<file path="config.mk">
export PLATFORM = sky130hd
export DESIGN_NAME = clkws_ctrl
export DESIGN_NICKNAME = d
export VERILOG_FILES = /design/src/rtl/clkws_pkg.sv /design/src/rtl/cw_cfg_reg.sv /design/src/rtl/cw_enable_gen.sv /design/src/rtl/cw_wait_seq.sv /design/src/rtl/clkws_ctrl.sv
export SDC_FILE = /design/constraint.sdc
export NUM_CORES = 1
export LEC_CHECK = 0
export BUFFER_PORTS_ARGS = -buffer_cell sky130_fd_sc_hd__buf_2
export CAP_MARGIN = 20
export CORE_MARGIN = 3
export CORE_UTILIZATION = 46
export DETAILED_ROUTE_END_ITERATION = 12
export GPL_TIMING_DRIVEN = 1
export PLACE_DENSITY = 0.71
export SLEW_MARGIN = 20
export SYNTH_ARGS = -nofsm -noshare
export SYNTH_HDL_FRONTEND = slang
export SYNTH_SLANG_ARGS = --single-unit
</file>
<file path="constraint.sdc">
create_clock -name clk -period 1.6 [get_ports clk]
set_clock_uncertainty 0.15 [all_clocks]
set_input_delay 0.16 -clock clk [delete_from_list [all_inputs] [get_ports clk]]
set_output_delay 0.16 -clock clk [all_outputs]
set_load 0.01 [all_outputs]
</file>
<file path="src/rtl/clkws_pkg.sv">
package clkws_pkg;
  localparam int CFG_W     = 8;
  localparam int CPU_SEL_W = 1;
  localparam int XCV_SEL_W = 2;
  localparam int IWS_W     = 2;
  localparam int DWS_W     = 3;

  typedef struct packed {
    logic                 cpu_sel;
    logic [XCV_SEL_W-1:0] xcv_sel;
    logic [IWS_W-1:0]     iws;
    logic [DWS_W-1:0]     dws;
  } cfg_t;

  // Strobe period, in oscillator cycles, for a rate code.
  function automatic int unsigned period_of(input int unsigned code);
    return 32'd1 << code;
  endfunction
endpackage

</file>
<file path="src/rtl/cw_cfg_reg.sv">
module cw_cfg_reg
  import clkws_pkg::*;
(
  input  logic             clk,
  input  logic             rst_n,
  input  logic             we,
  input  logic [CFG_W-1:0] wdata,
  output logic [CFG_W-1:0] q
);
  always_ff @(posedge clk) begin
    if (!rst_n)  q <= '0;
    else if (we) q <= wdata;
  end


  cfg_load_chk: assert property (@(posedge clk) disable iff (!rst_n)
    we |=> (q == $past(wdata)));

  cfg_hold_chk: assert property (@(posedge clk) disable iff (!rst_n)
    (!we && $past(rst_n)) |=> $stable(q));
endmodule

</file>
<file path="src/rtl/cw_enable_gen.sv">
module cw_enable_gen
  import clkws_pkg::*;
#(
  parameter int SEL_W  = 1,
  parameter bit EXT_EN = 1'b0
) (
  input  logic             clk,
  input  logic             rst_n,
  input  logic [SEL_W-1:0] sel_req,
  input  logic             ext_tick,
  output logic             en
);
  localparam int CNT_W = (1 << SEL_W) - 1;

  logic [SEL_W-1:0] act_sel;
  logic [CNT_W-1:0] cnt;
  logic [CNT_W-1:0] term;
  logic             is_ext;
  logic             tc;

  generate
    if (EXT_EN) begin : g_ext
      assign is_ext = (act_sel == {SEL_W{1'b1}});
    end else begin : g_noext
      assign is_ext = 1'b0;
    end
  endgenerate

  assign term = CNT_W'(period_of(32'(act_sel)) - 1);
  assign tc   = is_ext ? ext_tick : (cnt == term);
  assign en   = tc;

  always_ff @(posedge clk) begin
    if (!rst_n) begin
      cnt     <= '0;
      act_sel <= '0;
    end else if (tc) begin
      cnt     <= '0;
      act_sel <= sel_req;
    end else if (!is_ext) begin
      cnt     <= cnt + CNT_W'(1);
    end
  end

  // Checker state: cycles since the previous strobe, saturating.
  logic [3:0] gap;
  always_ff @(posedge clk) begin
    if (!rst_n)           gap <= '0;
    else if (en)          gap <= '0;
    else if (gap != 4'hf) gap <= gap + 4'd1;
  end


  no_short_period_chk: assert property (@(posedge clk) disable iff (!rst_n)
    (en && !is_ext) |-> (32'(gap) >= period_of(32'(act_sel)) - 1));

  full_rate_chk: assert property (@(posedge clk) disable iff (!rst_n)
    (!is_ext && act_sel == '0) |-> en);
endmodule

</file>
<file path="src/rtl/cw_wait_seq.sv">
module cw_wait_seq #(
  parameter int WS_W = 2
) (
  input  logic            clk,
  input  logic            rst_n,
  input  logic            req,
  input  logic [WS_W-1:0] ws,
  output logic            rdy
);
  logic            busy;
  logic [WS_W-1:0] cnt;

  assign rdy = req && (busy ? (cnt == '0) : (ws == '0));

  always_ff @(posedge clk) begin
    if (!rst_n) begin
      busy <= 1'b0;
      cnt  <= '0;
    end else if (!req) begin
      busy <= 1'b0;
    end else if (busy) begin
      if (cnt == '0) busy <= 1'b0;
      else           cnt  <= cnt - WS_W'(1);
    end else if (ws != '0) begin
      busy <= 1'b1;
      cnt  <= ws - WS_W'(1);
    end
  end

  // Checker state: stall cycles of the current request and its captured count.
  logic [7:0]      stall;
  logic [WS_W-1:0] lat_ws;
  logic [WS_W-1:0] due_ws;
  assign due_ws = (stall == '0) ? ws : lat_ws;

  always_ff @(posedge clk) begin
    if (!rst_n) begin
      stall  <= '0;
      lat_ws <= '0;
    end else begin
      if (req && stall == '0) lat_ws <= ws;
      if (!req || rdy)        stall  <= '0;
      else                    stall  <= stall + 8'd1;
    end
  end


  ready_on_time_chk: assert property (@(posedge clk) disable iff (!rst_n)
    rdy |-> (stall == 8'(due_ws)));

  no_overstall_chk: assert property (@(posedge clk) disable iff (!rst_n)
    (req && !rdy) |-> (stall < 8'(due_ws)));

  rdy_needs_req_chk: assert property (@(posedge clk) disable iff (!rst_n)
    rdy |-> req);
endmodule

</file>
<file path="src/rtl/clkws_ctrl.sv">
module clkws_ctrl
  import clkws_pkg::*;
(
  input  logic             clk,
  input  logic             rst_n,
  input  logic             cfg_we,
  input  logic [CFG_W-1:0] cfg_wdata,
  output logic [CFG_W-1:0] cfg_rdata,
  input  logic             ext_tclk,
  output logic             cpu_en,
  output logic             xcvr_en,
  input  logic             imem_req,
  output logic             imem_rdy,
  input  logic             dmem_req,
  output logic             dmem_rdy
);
  cfg_t cfg;
  assign cfg = cfg_t'(cfg_rdata);

  cw_cfg_reg u_cfg (
    .clk(clk), .rst_n(rst_n), .we(cfg_we), .wdata(cfg_wdata), .q(cfg_rdata)
  );

  // Two-stage synchroniser plus edge detector for the external clock.
  logic ext_s1, ext_s2, ext_s3, ext_tick;
  always_ff @(posedge clk) begin
    if (!rst_n) begin
      ext_s1 <= 1'b0;
      ext_s2 <= 1'b0;
      ext_s3 <= 1'b0;
    end else begin
      ext_s1 <= ext_tclk;
      ext_s2 <= ext_s1;
      ext_s3 <= ext_s2;
    end
  end
  assign ext_tick = ext_s2 && !ext_s3;


  ext_single_pulse_chk: assert property (@(posedge clk) disable iff (!rst_n)
    ext_tick |=> !ext_tick);

  cw_enable_gen #(.SEL_W(CPU_SEL_W), .EXT_EN(1'b0)) u_cpu_div (
    .clk(clk), .rst_n(rst_n), .sel_req(cfg.cpu_sel), .ext_tick(1'b0), .en(cpu_en)
  );

  cw_enable_gen #(.SEL_W(XCV_SEL_W), .EXT_EN(1'b1)) u_xcv_div (
    .clk(clk), .rst_n(rst_n), .sel_req(cfg.xcv_sel), .ext_tick(ext_tick), .en(xcvr_en)
  );

  cw_wait_seq #(.WS_W(IWS_W)) u_iws (
    .clk(clk), .rst_n(rst_n), .req(imem_req), .ws(cfg.iws), .rdy(imem_rdy)
  );

  cw_wait_seq #(.WS_W(DWS_W)) u_dws (
    .clk(clk), .rst_n(rst_n), .req(dmem_req), .ws(cfg.dws), .rdy(dmem_rdy)
  );
endmodule

</file>
==> results of run 1 <==
## sequential cells by signal, summed over array words and instances, names as in the netlist, 2 cells and up
signal / flops
u_iws.cnt: 2
u_xcv_div.cnt: 3
u_cfg.q: 8
u_dws.cnt: 3
u_xcv_div.act_sel: 2
## Yosys cell counts
master and instances:
nand2_1 14, nand3_1 2, o21a_1 1, xor2_1 1, and2_1 3, o311ai_0 1
buf_1 1, a311o_1 1, o21ai_0 3, nor3_1 7, nand3b_1 1, buf_6 1
nor4b_1 1, xnor2_1 2, buf_4 1, a211o_1 1, ha_1 2, clkbuf_1 2
nor4_1 1, a311oi_1 1, a21o_1 1, nor2_1 16, nor2b_4 1, clkinv_1 1
and3_1 3, o211a_1 1, nor2b_1 2, nand4_1 1, inv_1 4, and3b_1 1
mux2i_1 13, a21oi_1 7, dfxtp_1 25, o31a_1 1
## placed cells by master, fill, tap and decap left out, types with 2 or more instances in the layout
master         Yosys  routed
nor3_2             0       2
nor3_1             7       5
nor2_1            16      16
a21oi_1            7       6
and2_1             3       3
inv_1              4       3
buf_2              0      24
dlygate4sd3_1      0      11
nand3_1            2       2
xnor2_1            2       2
and3_1             3       3
buf_4              1      13
nand2_1           14      14
mux2i_1           13      11
clkbuf_4           0       3
dfxtp_4            0       5
o21ai_0            3       2
dfxtp_1           25      16
dfxtp_2            0       4
## repair_timing
action | in CTS | in global routing
setup buffers | 7 | 2
setup endpoints to repair | 3 | 4
pin swaps | 4 | 1
resized for setup | 16 | 9
hold buffers | 11 | 0
hold endpoints to repair | 12 | 0
## metal layers
metal / GRT usage / share of wire / up-vias
met5: 0 / 0 / -
met3: 0.0590 / 0.038 / 2
met4: 0.0364 / 0.0033 / 0
met1: 0.225 / 0.42 / 500
li1: - / - / 527
met2: 0.398 / 0.54 / 29
## cell families (layout without fill, tap and decap cells)
group / Yosys count / after routing / share of synthesized area
compound gates: 18 / 18 / 0.108
flops: 25 / 25 / 0.451
buf+inv: 10 / 58 / 0.0440
simple gates: 53 / 53 / 0.233
fa+ha+maj: 2 / 2 / 0.0225
xor+xnor: 3 / 3 / 0.0237
mux: 13 / 13 / 0.117
## per-stage QoR
stage                     std cells  hold slack (ps)  setup slack [ps]   util  setup TNS (ps)
final                           200             39.5             -80.4  0.692            -147
after detailed placement        176              236             -80.7  0.568           -80.7
after floorplan                 124              120              10.1      -               0
after CTS                       198             33.5             -56.9  0.674           -97.6
after global routing            200             53.2              -160  0.692            -373
after global placement          176              218              13.7  0.568               0
## final timing paths
kind	cells past startpoint	end	slack (ps)
worst max-delay path	5	xcvr_en	-80
worst min-delay path	3	u_dws.cnt[1]$_SDFFE_PN0P_	40
worst max register to register	5	u_dws.cnt[2]$_SDFFE_PN0P_	-70
worst min register to register	1	ext_s2$_SDFF_PN0_	300
## power by group
part           internal, mW  switching, mW  leakage, nW
clock network        0.0973          0.175       0.0150
registers             0.665         0.0544        0.210
logic                 0.188          0.152        0.470
## worst max-delay path: cells and delay by family, from the launching register on
family                 cells  cell delay [ps]
flip-flops                 1              380
AND/OR/NAND/NOR            2              240
AO/OA/AOI/OAI              1              260
buffers and inverters      2              180
## layout make-up
cell class                 count  area, µm²
clock buffer                   4       26.3
fill                         181        694
inverter                       5       18.8
multi-input combinational     89        617
sequential                    25        524
tap                           28       35.0
timing repair buffer          49        339
==> results by group, run 1 <==
Yosys
  – #FFs+latches synth: 25
  – Warnings, synthesis: 0
  – Area contributors post-synth: dfxtp_1 (45%), mux2i_1 (12%), nor2_1 (5.4%)
  – Post-Syn Area: 0.00111 mm²
  – Yosys top cell by area: dfxtp_1
  – Sequential area share after synthesis: 0.451
  – Syn nets: 140
  – Post-Synthesis Cells: 124
  – Mean Syn Cell Area: 8.95 µm²
  – Top cell type's share of synthesized area: 0.451
  – Synth unique cells: 34

Finish
  – ANT cells: 0
  – Synthesis-to-layout area growth: 40.6%
  – Final nets: 189
  – Post-route cell area: 0.00156 mm²
  – Ratio of cells with drive above 1 in the final layout: 0.355

Timing
  – Slew @ Worst Pin: 303 ps
  – Endpoints failing hold: 0
  – Fmax achieved: 595 MHz
  – Tcrit/Tclk final: 1.05
  – Slew Limit Fails: 0
  – Worst slew margin: 0.795
  – RSZ-0062 raised after global routing: true
  – Final worst setup slack: -80.4 ps
  – Minimum clock period: 1680 ps
  – Final setup vio count: 2

Drt
  – Avg WL per Cell: 13.6 µm
  – Via density: 5.29
  – # DRC: 0
  – ANT nets after route: 0
  – Wirelength, routed: 2730 µm
  – Total number of vias: 1,058
  – Initial DRC Count: 17
  – Pre-Repair DR Iteration Count: 4

GRT
  – Largest net degree at the start of global routing: 14
  – Global-route wire length before repair: 4480 µm
  – Number of global-route vias before repair: 1,053
  – Total gr overflow: 0
  – Initial antenna violation count: 0
  – Total track usage: 0.207

Setup path
  – WP data required: 1290 ps
  – Worst path slowest cell: dfxtp_4
  – Critical path cell sequence: nor3_2, nor2_1, o31a_1, inv_2, buf_6
  – CP Class: reg2out
  – Crit path arrival time: 1370 ps
  – Worst Path Max Fanout: 4
  – Critical R2R Launch: u_dws.busy$_SDFF_PN0_
  – Crit end category: primary output
  – Crit path from: u_xcv_div.cnt[1]$_SDFFE_PP0N_
  – Max incr delay on CP: 380 ps
  – Type of origin of the critical path: register

Placement
  – Gpl congestion: 0.781
  – PortBufs: 25
  – Post-DP HPWL: 1700 µm
  – Post-place instance area: 0.00128 mm²

Run status
  – Status: finished with violations
  – Failing checks: setup timing

Clocking
  – Deepest clock path buffer count: 2
  – CTS H-tree depth: 1
  – CTS root buffer: clkbuf_4
  – Clk_lat worst skew: 310 ps
  – Clock buffer count from CTS: 3
  – Clock tree sinks: 25
  – CTS tree: done
  – Reg clk slew, reported paths: 130 ps

Pwr
  – Leakage power: 0.695 nW
  – Pwr Total: 1.33 mW
  – Peak supply drop: 0.769 mV
  – Power Density: 854 mW/mm²

Floorplan
  – Area of the core: 0.00225 mm²
  – FP Rows: 17
  – Die Area: 0.00304 mm²
  – Die Span X: 55.1 µm
  – Total I/O pin count: 26
  – Die H: 55.1 µm
  – Starting Density: 0.492

Run
  – Maxcap violations: 0

Min path
  – Worst hold path class: in2reg
  – Hold Startpoint: dmem_req
(Power assumes the default switching activity.)
==> run 2, diff against run 1 <==
--- a/config.mk
+++ b/config.mk
@@ -7,11 +7,13 @@
 export LEC_CHECK = 0
 export BUFFER_PORTS_ARGS = -buffer_cell sky130_fd_sc_hd__buf_2
 export CAP_MARGIN = 20
-export CORE_MARGIN = 3
+export CORE_MARGIN = 10
 export CORE_UTILIZATION = 46
+export CTS_CLUSTER_DIAMETER = 50
 export DETAILED_ROUTE_END_ITERATION = 12
 export GPL_TIMING_DRIVEN = 1
 export PLACE_DENSITY = 0.71
+export REMOVE_ABC_BUFFERS = 1
 export SLEW_MARGIN = 20
 export SYNTH_ARGS = -nofsm -noshare
 export SYNTH_HDL_FRONTEND = slang
==> results by group, run 2 (synthesis results as in run 1) <==
Setup path
  – Critical path cell sequence: mux2i_4, ha_4, buf_6, nor2_1, nand2_1, nor3_1, a311o_1
  – Crit path from: u_dws.busy$_SDFF_PN0_
  – Worst Path Max Fanout: 5
  – RR Endpoint: u_dws.cnt[2]$_SDFFE_PN0P_
  – Crit end category: register
  – Worst path slowest cell: dfxtp_4
  – R2r setup slk: -70 ps
  – WP data required: 1660 ps
  – Worst reg-to-reg path cell count: 7
  – Max incr delay on CP: 440 ps
  – CP top delay family: flip-flops
  – CP Class: reg2reg
  – Critical path buffers and inverters: 1
  – Type of origin of the critical path: register
  – Crit path arrival time: 1730 ps
  – Critical R2R Launch: u_dws.busy$_SDFF_PN0_

GRT
  – Global-route wire length before repair: 4910 µm
  – Largest net degree at the start of global routing: 14
  – Total track usage: 0.117
  – Initial antenna violation count: 0
  – Total gr overflow: 0
  – Number of global-route vias before repair: 1,054

Timing
  – Slew Limit Fails: 0
  – Fmax achieved: 600 MHz
  – Endpoints failing hold: 0
  – Setup TNS: -161 ps
  – RSZ-0062 raised after global routing: true
  – Slew @ Worst Pin: 298 ps
  – Hold_ws: 26.5 ps
  – Tcrit/Tclk final: 1.04
  – Final setup vio count: 3
  – Minimum clock period: 1670 ps
  – Worst slew margin: 0.799
  – Final worst setup slack: -68.0 ps

Drt
  – Total length of routed met2 wires: 1530 µm
  – # DRC: 0
  – WL met1: 1130 µm
  – Highest Signal Layer: met4
  – Routed met3 length: 160 µm
  – Avg WL per Cell: 14.2 µm
  – Total number of vias: 1,040
  – Initial DRC Count: 42
  – Pre-Repair DR Iteration Count: 4
  – Wirelength, routed: 2860 µm
  – Via density: 5.17
  – ANT nets after route: 0

Floorplan
  – Die H: 69.1 µm
  – Die Area: 0.00478 mm²
  – FP Rows: 17
  – Total I/O pin count: 26
  – Starting Density: 0.492
  – Area of the core: 0.00225 mm²
  – Die Span X: 69.1 µm

Min path
  – Worst hold path class: in2reg
  – Worst Hold End: u_iws.cnt[0]$_SDFFE_PN0P_
  – Hold Startpoint: rst_n
  – Hold path depth: 2

Finish
  – Fillcell total: 180
  – Synthesis-to-layout area growth: 44.0%
  – Ratio of cells with drive above 1 in the final layout: 0.358
  – Most frequent cells in the layout: buf_2 (24), nor2_1 (16), dfxtp_1 (15)
  – Largest reg by FF count: u_cfg.q
  – Final nets: 190
  – Biggest regs: u_cfg.q x8, u_dws.cnt x3, u_xcv_div.cnt x3
  – Largest register FFs: 8
  – Commonest non-fill, non-tap cell in the layout: buf_2
  – ANT cells: 0
  – Post-route cell area: 0.00160 mm²

Pwr
  – Clk network pwr share: 0.203
  – Sw frac: 0.288
  – Leakage power: 0.707 nW
  – Power Density: 852 mW/mm²
  – Int Power: 968 µW
  – Sequential share of power: 0.532
  – Combinational share of power: 0.265
  – P_sw: 392 µW
  – Peak supply drop: 0.663 mV

Clocking
  – Clock buffer count from CTS: 3
  – Clk_lat worst skew: 310 ps
  – Deepest clock path buffer count: 2
  – Reg clk slew, reported paths: 130 ps
  – CTS tree: done
  – Clock tree sinks: 25
  – CTS root buffer: clkbuf_4
  – CTS H-tree depth: 1

Placement
  – PortBufs: 25
  – Post-DP HPWL: 1910 µm
  – Post-place instance area: 0.00129 mm²
  – Gpl congestion: 0.798

Run
  – Maxcap violations: 0

Run status
  – Status: finished with violations
  – Failing checks: setup timing
run 2: layout make-up:
type | instances | area, µm² | share of cell area
timing repair buffer | 50 | 350 | 0.219
multi-input combinational | 89 | 642 | 0.402
sequential | 25 | 526 | 0.329
tap | 28 | 35.0 | 0.0219
inverter | 5 | 18.8 | 0.0117
clock buffer | 4 | 26.3 | 0.0164
run 2: worst max-delay path by stage:
stage                                      to  slack [ps]  cells past startpoint
finish              u_dws.cnt[2]$_SDFFE_PN0P_         -70                      7
global route                          xcvr_en        -150                      5
CTS                 u_dws.cnt[2]$_SDFFE_PN0P_         -70                      7
detailed placement  u_dws.cnt[2]$_SDFFE_PN0P_        -130                      5
global placement    u_dws.cnt[2]$_SDFFE_PN0P_         -40                      5
floorplan           u_dws.cnt[2]$_SDFFE_PN0P_         -60                      5
run 2: through the flow:
| stage | power (mW) | setup slack [ps] | utilization | std cells |
|---|---|---|---|---|
| after floorplan | 0.867 | -58.5 | - | 119 |
| after global placement | 0.963 | -42.6 | 0.573 | 179 |
| after detailed placement | 0.975 | -129 | 0.573 | 179 |
| after CTS | 1.33 | -67.5 | 0.674 | 197 |
| after global routing | 1.45 | -151 | 0.709 | 201 |
| final | 1.36 | -68.0 | 0.709 | 201 |
run 2: repair_timing:
action	CTS	global route
hold endpoints to repair	11	1
endpoints found under the setup margin	3	5
pin swaps	5	5
gates resized for setup	20	12
setup buffers	4	4
hold buffers	10	1
run 2: per-layer routing:
layer / GRT usage / vias to the layer above
met5: 0 / -
li1: - / 526
met3: 0.0271 / 4
met1: 0.130 / 480
met4: 0.0510 / 0
met2: 0.205 / 30
run 2: worst register-to-register path: stages (launching register included):
cell,delay [ps]
dfxtp_4,440
mux2i_4,280
ha_4,160
buf_6,90
nor2_1,30
nand2_1,50
nor3_1,40
a311o_1,330
run 2: power groups by stage:
stage	logic (mW)	registers, mW	clock network (mW)
floorplan	0.147	0.720	0
CTS	0.329	0.715	0.280
finish	0.361	0.723	0.276
detailed placement	0.253	0.722	0
global placement	0.243	0.720	0
global route	0.397	0.732	0.321
==> run 3, diff against run 2 <==
--- a/config.mk
+++ b/config.mk
@@ -12,7 +12,7 @@
 export CTS_CLUSTER_DIAMETER = 50
 export DETAILED_ROUTE_END_ITERATION = 12
 export GPL_TIMING_DRIVEN = 1
-export PLACE_DENSITY = 0.71
+export PLACE_DENSITY_LB_ADDON = 0.15
 export REMOVE_ABC_BUFFERS = 1
 export SLEW_MARGIN = 20
 export SYNTH_ARGS = -nofsm -noshare
==> results by group, run 3 (synthesis results as in run 1) <==
Finish
  – Most frequent cells in the layout: buf_2 (24), nor2_1 (16), dfxtp_1 (16)
  – Ratio of cells with drive above 1 in the final layout: 0.366
  – Post-Layout Cell Count: 203
  – Largest reg by FF count: u_cfg.q
  – Post-route cell area: 0.00162 mm²
  – Commonest non-fill, non-tap cell in the layout: buf_2
  – Fillcell total: 184
  – Biggest regs: u_cfg.q x8, u_dws.cnt x3, u_xcv_div.cnt x3
  – Multi-input logic area: 641 µm²
  – Seq. cell area: 527 µm²
  – Final Core Density: 0.716
  – Largest register FFs: 8
  – ANT cells: 0
  – Synthesis-to-layout area growth: 45.5%
  – Final nets: 192

Placement
  – Post-DP HPWL: 1940 µm
  – Setup slack after placement: -168 ps
  – Dpl cells: 178
  – PortBufs: 25
  – Gpl congestion: 0.849
  – Post-place instance area: 0.00128 mm²

Setup path
  – Critical R2R Launch: u_dws.busy$_SDFF_PN0_
  – WP data required: 1290 ps
  – R2r setup slk: -90 ps
  – Worst reg-to-reg path cell count: 5
  – Critical path cell sequence: nor3_4, nor2_1, o31a_1, inv_2, buf_6
  – CP Class: reg2out
  – Worst Path Max Fanout: 5
  – Type of origin of the critical path: register
  – Crit end category: primary output
  – Worst path slowest cell: dfxtp_4
  – Crit path arrival time: 1390 ps
  – RR Endpoint: u_dws.cnt[2]$_SDFFE_PN0P_
  – Max incr delay on CP: 390 ps

Drt
  – # DRC: 0
  – Total length of routed met2 wires: 1670 µm
  – Pre-Repair DR Iteration Count: 4
  – Avg WL per Cell: 15.2 µm
  – Wirelength, routed: 3080 µm
  – Via density: 5.28
  – WL met1: 1220 µm
  – Total number of vias: 1,071
  – Highest Signal Layer: met4
  – ANT nets after route: 0
  – Routed met3 length: 134 µm
  – Initial DRC Count: 53

GRT
  – Global-route wire length before repair: 4980 µm
  – Total track usage: 0.122
  – Total gr overflow: 0
  – Largest net degree at the start of global routing: 15
  – Number of global-route vias before repair: 1,140
  – Initial antenna violation count: 0

Pwr
  – Leakage power: 0.718 nW
  – Pwr Total: 1.39 mW
  – Peak supply drop: 0.708 mV
  – Power Density: 858 mW/mm²

Floorplan
  – Starting Density: 0.492
  – FP Rows: 17
  – Die H: 69.1 µm
  – Die Span X: 69.1 µm
  – Die Area: 0.00478 mm²
  – Area of the core: 0.00225 mm²
  – Total I/O pin count: 26

Timing
  – Slew Limit Fails: 0
  – Slew @ Worst Pin: 458 ps
  – Tcrit/Tclk final: 1.06
  – Final setup vio count: 3
  – Endpoints failing hold: 0
  – Setup TNS: -228 ps
  – RSZ-0062 raised after global routing: true
  – Fmax achieved: 589 MHz
  – Final worst setup slack: -98.1 ps
  – Worst slew margin: 0.693
  – Minimum clock period: 1700 ps
  – Hold_ws: 87.0 ps

Clocking
  – Deepest clock path buffer count: 2
  – CTS H-tree depth: 1
  – CTS root buffer: clkbuf_4
  – Clk_lat worst skew: 320 ps
  – CTS tree: done
  – Reg clk slew, reported paths: 130 ps
  – Clock tree sinks: 25
  – Clock buffer count from CTS: 3

Min path
  – Hold path depth: 3
  – Worst hold path class: in2reg
  – Worst Hold End: u_iws.cnt[0]$_SDFFE_PN0P_
  – Hold Startpoint: rst_n

Run status
  – Failing checks: setup timing
  – Status: finished with violations

Run
  – Maxcap violations: 0
run 3: routing by layer:
metal / global-route usage / vias to the layer above
met5: 0 / -
met4: 0.0554 / 0
met3: 0.0328 / 6
met2: 0.225 / 22
met1: 0.123 / 510
li1: - / 533
run 3: repair_timing:
item | 4_1_cts | 5_1_grt
setup endpoints to repair | 3 | 6
setup buffers | 7 | 2
pin swaps | 4 | 1
hold buffers | 12 | 0
gates resized for setup | 20 | 13
hold endpoints to repair | 12 | 0
run 3: worst max-delay path, delay by kind of cell, from the launching register on:
kind	cells	cell delay, ps
and+or+nand+nor	2	240
buffers and inverters	2	170
DFF	1	390
AOI/OAI and AO/OA	1	260
run 3: worst max-delay path by stage:
| stage | startpoint | endpoint | slack, ps | depth (start not counted) |
|---|---|---|---|---|
| CTS | u_xcv_div.act_sel[1]$_SDFFE_PN0P_ | xcvr_en | -100 | 5 |
| floorplan | u_dws.busy$_SDFF_PN0_ | u_dws.cnt[2]$_SDFFE_PN0P_ | -60 | 5 |
| detailed placement | u_dws.busy$_SDFF_PN0_ | u_dws.cnt[2]$_SDFFE_PN0P_ | -170 | 5 |
| finish | u_xcv_div.act_sel[1]$_SDFFE_PN0P_ | xcvr_en | -100 | 5 |
| global placement | u_dws.busy$_SDFF_PN0_ | u_dws.cnt[2]$_SDFFE_PN0P_ | -70 | 5 |
| global route | u_xcv_div.act_sel[1]$_SDFFE_PN0P_ | xcvr_en | -170 | 5 |
run 3: layout make-up:
cell class	count	area share
multi-input cells	89	0.397
inverters	5	0.0116
clock buffers	4	0.0163
well taps	28	0.0217
flip-flops and latches	25	0.326
repair buffers	52	0.228
run 3: report_power, final:
group | switching [mW] | internal (mW) | total [mW]
sequential | 0.0587 | 0.665 | 0.723
combinational | 0.162 | 0.213 | 0.375
clock | 0.190 | 0.0978 | 0.288
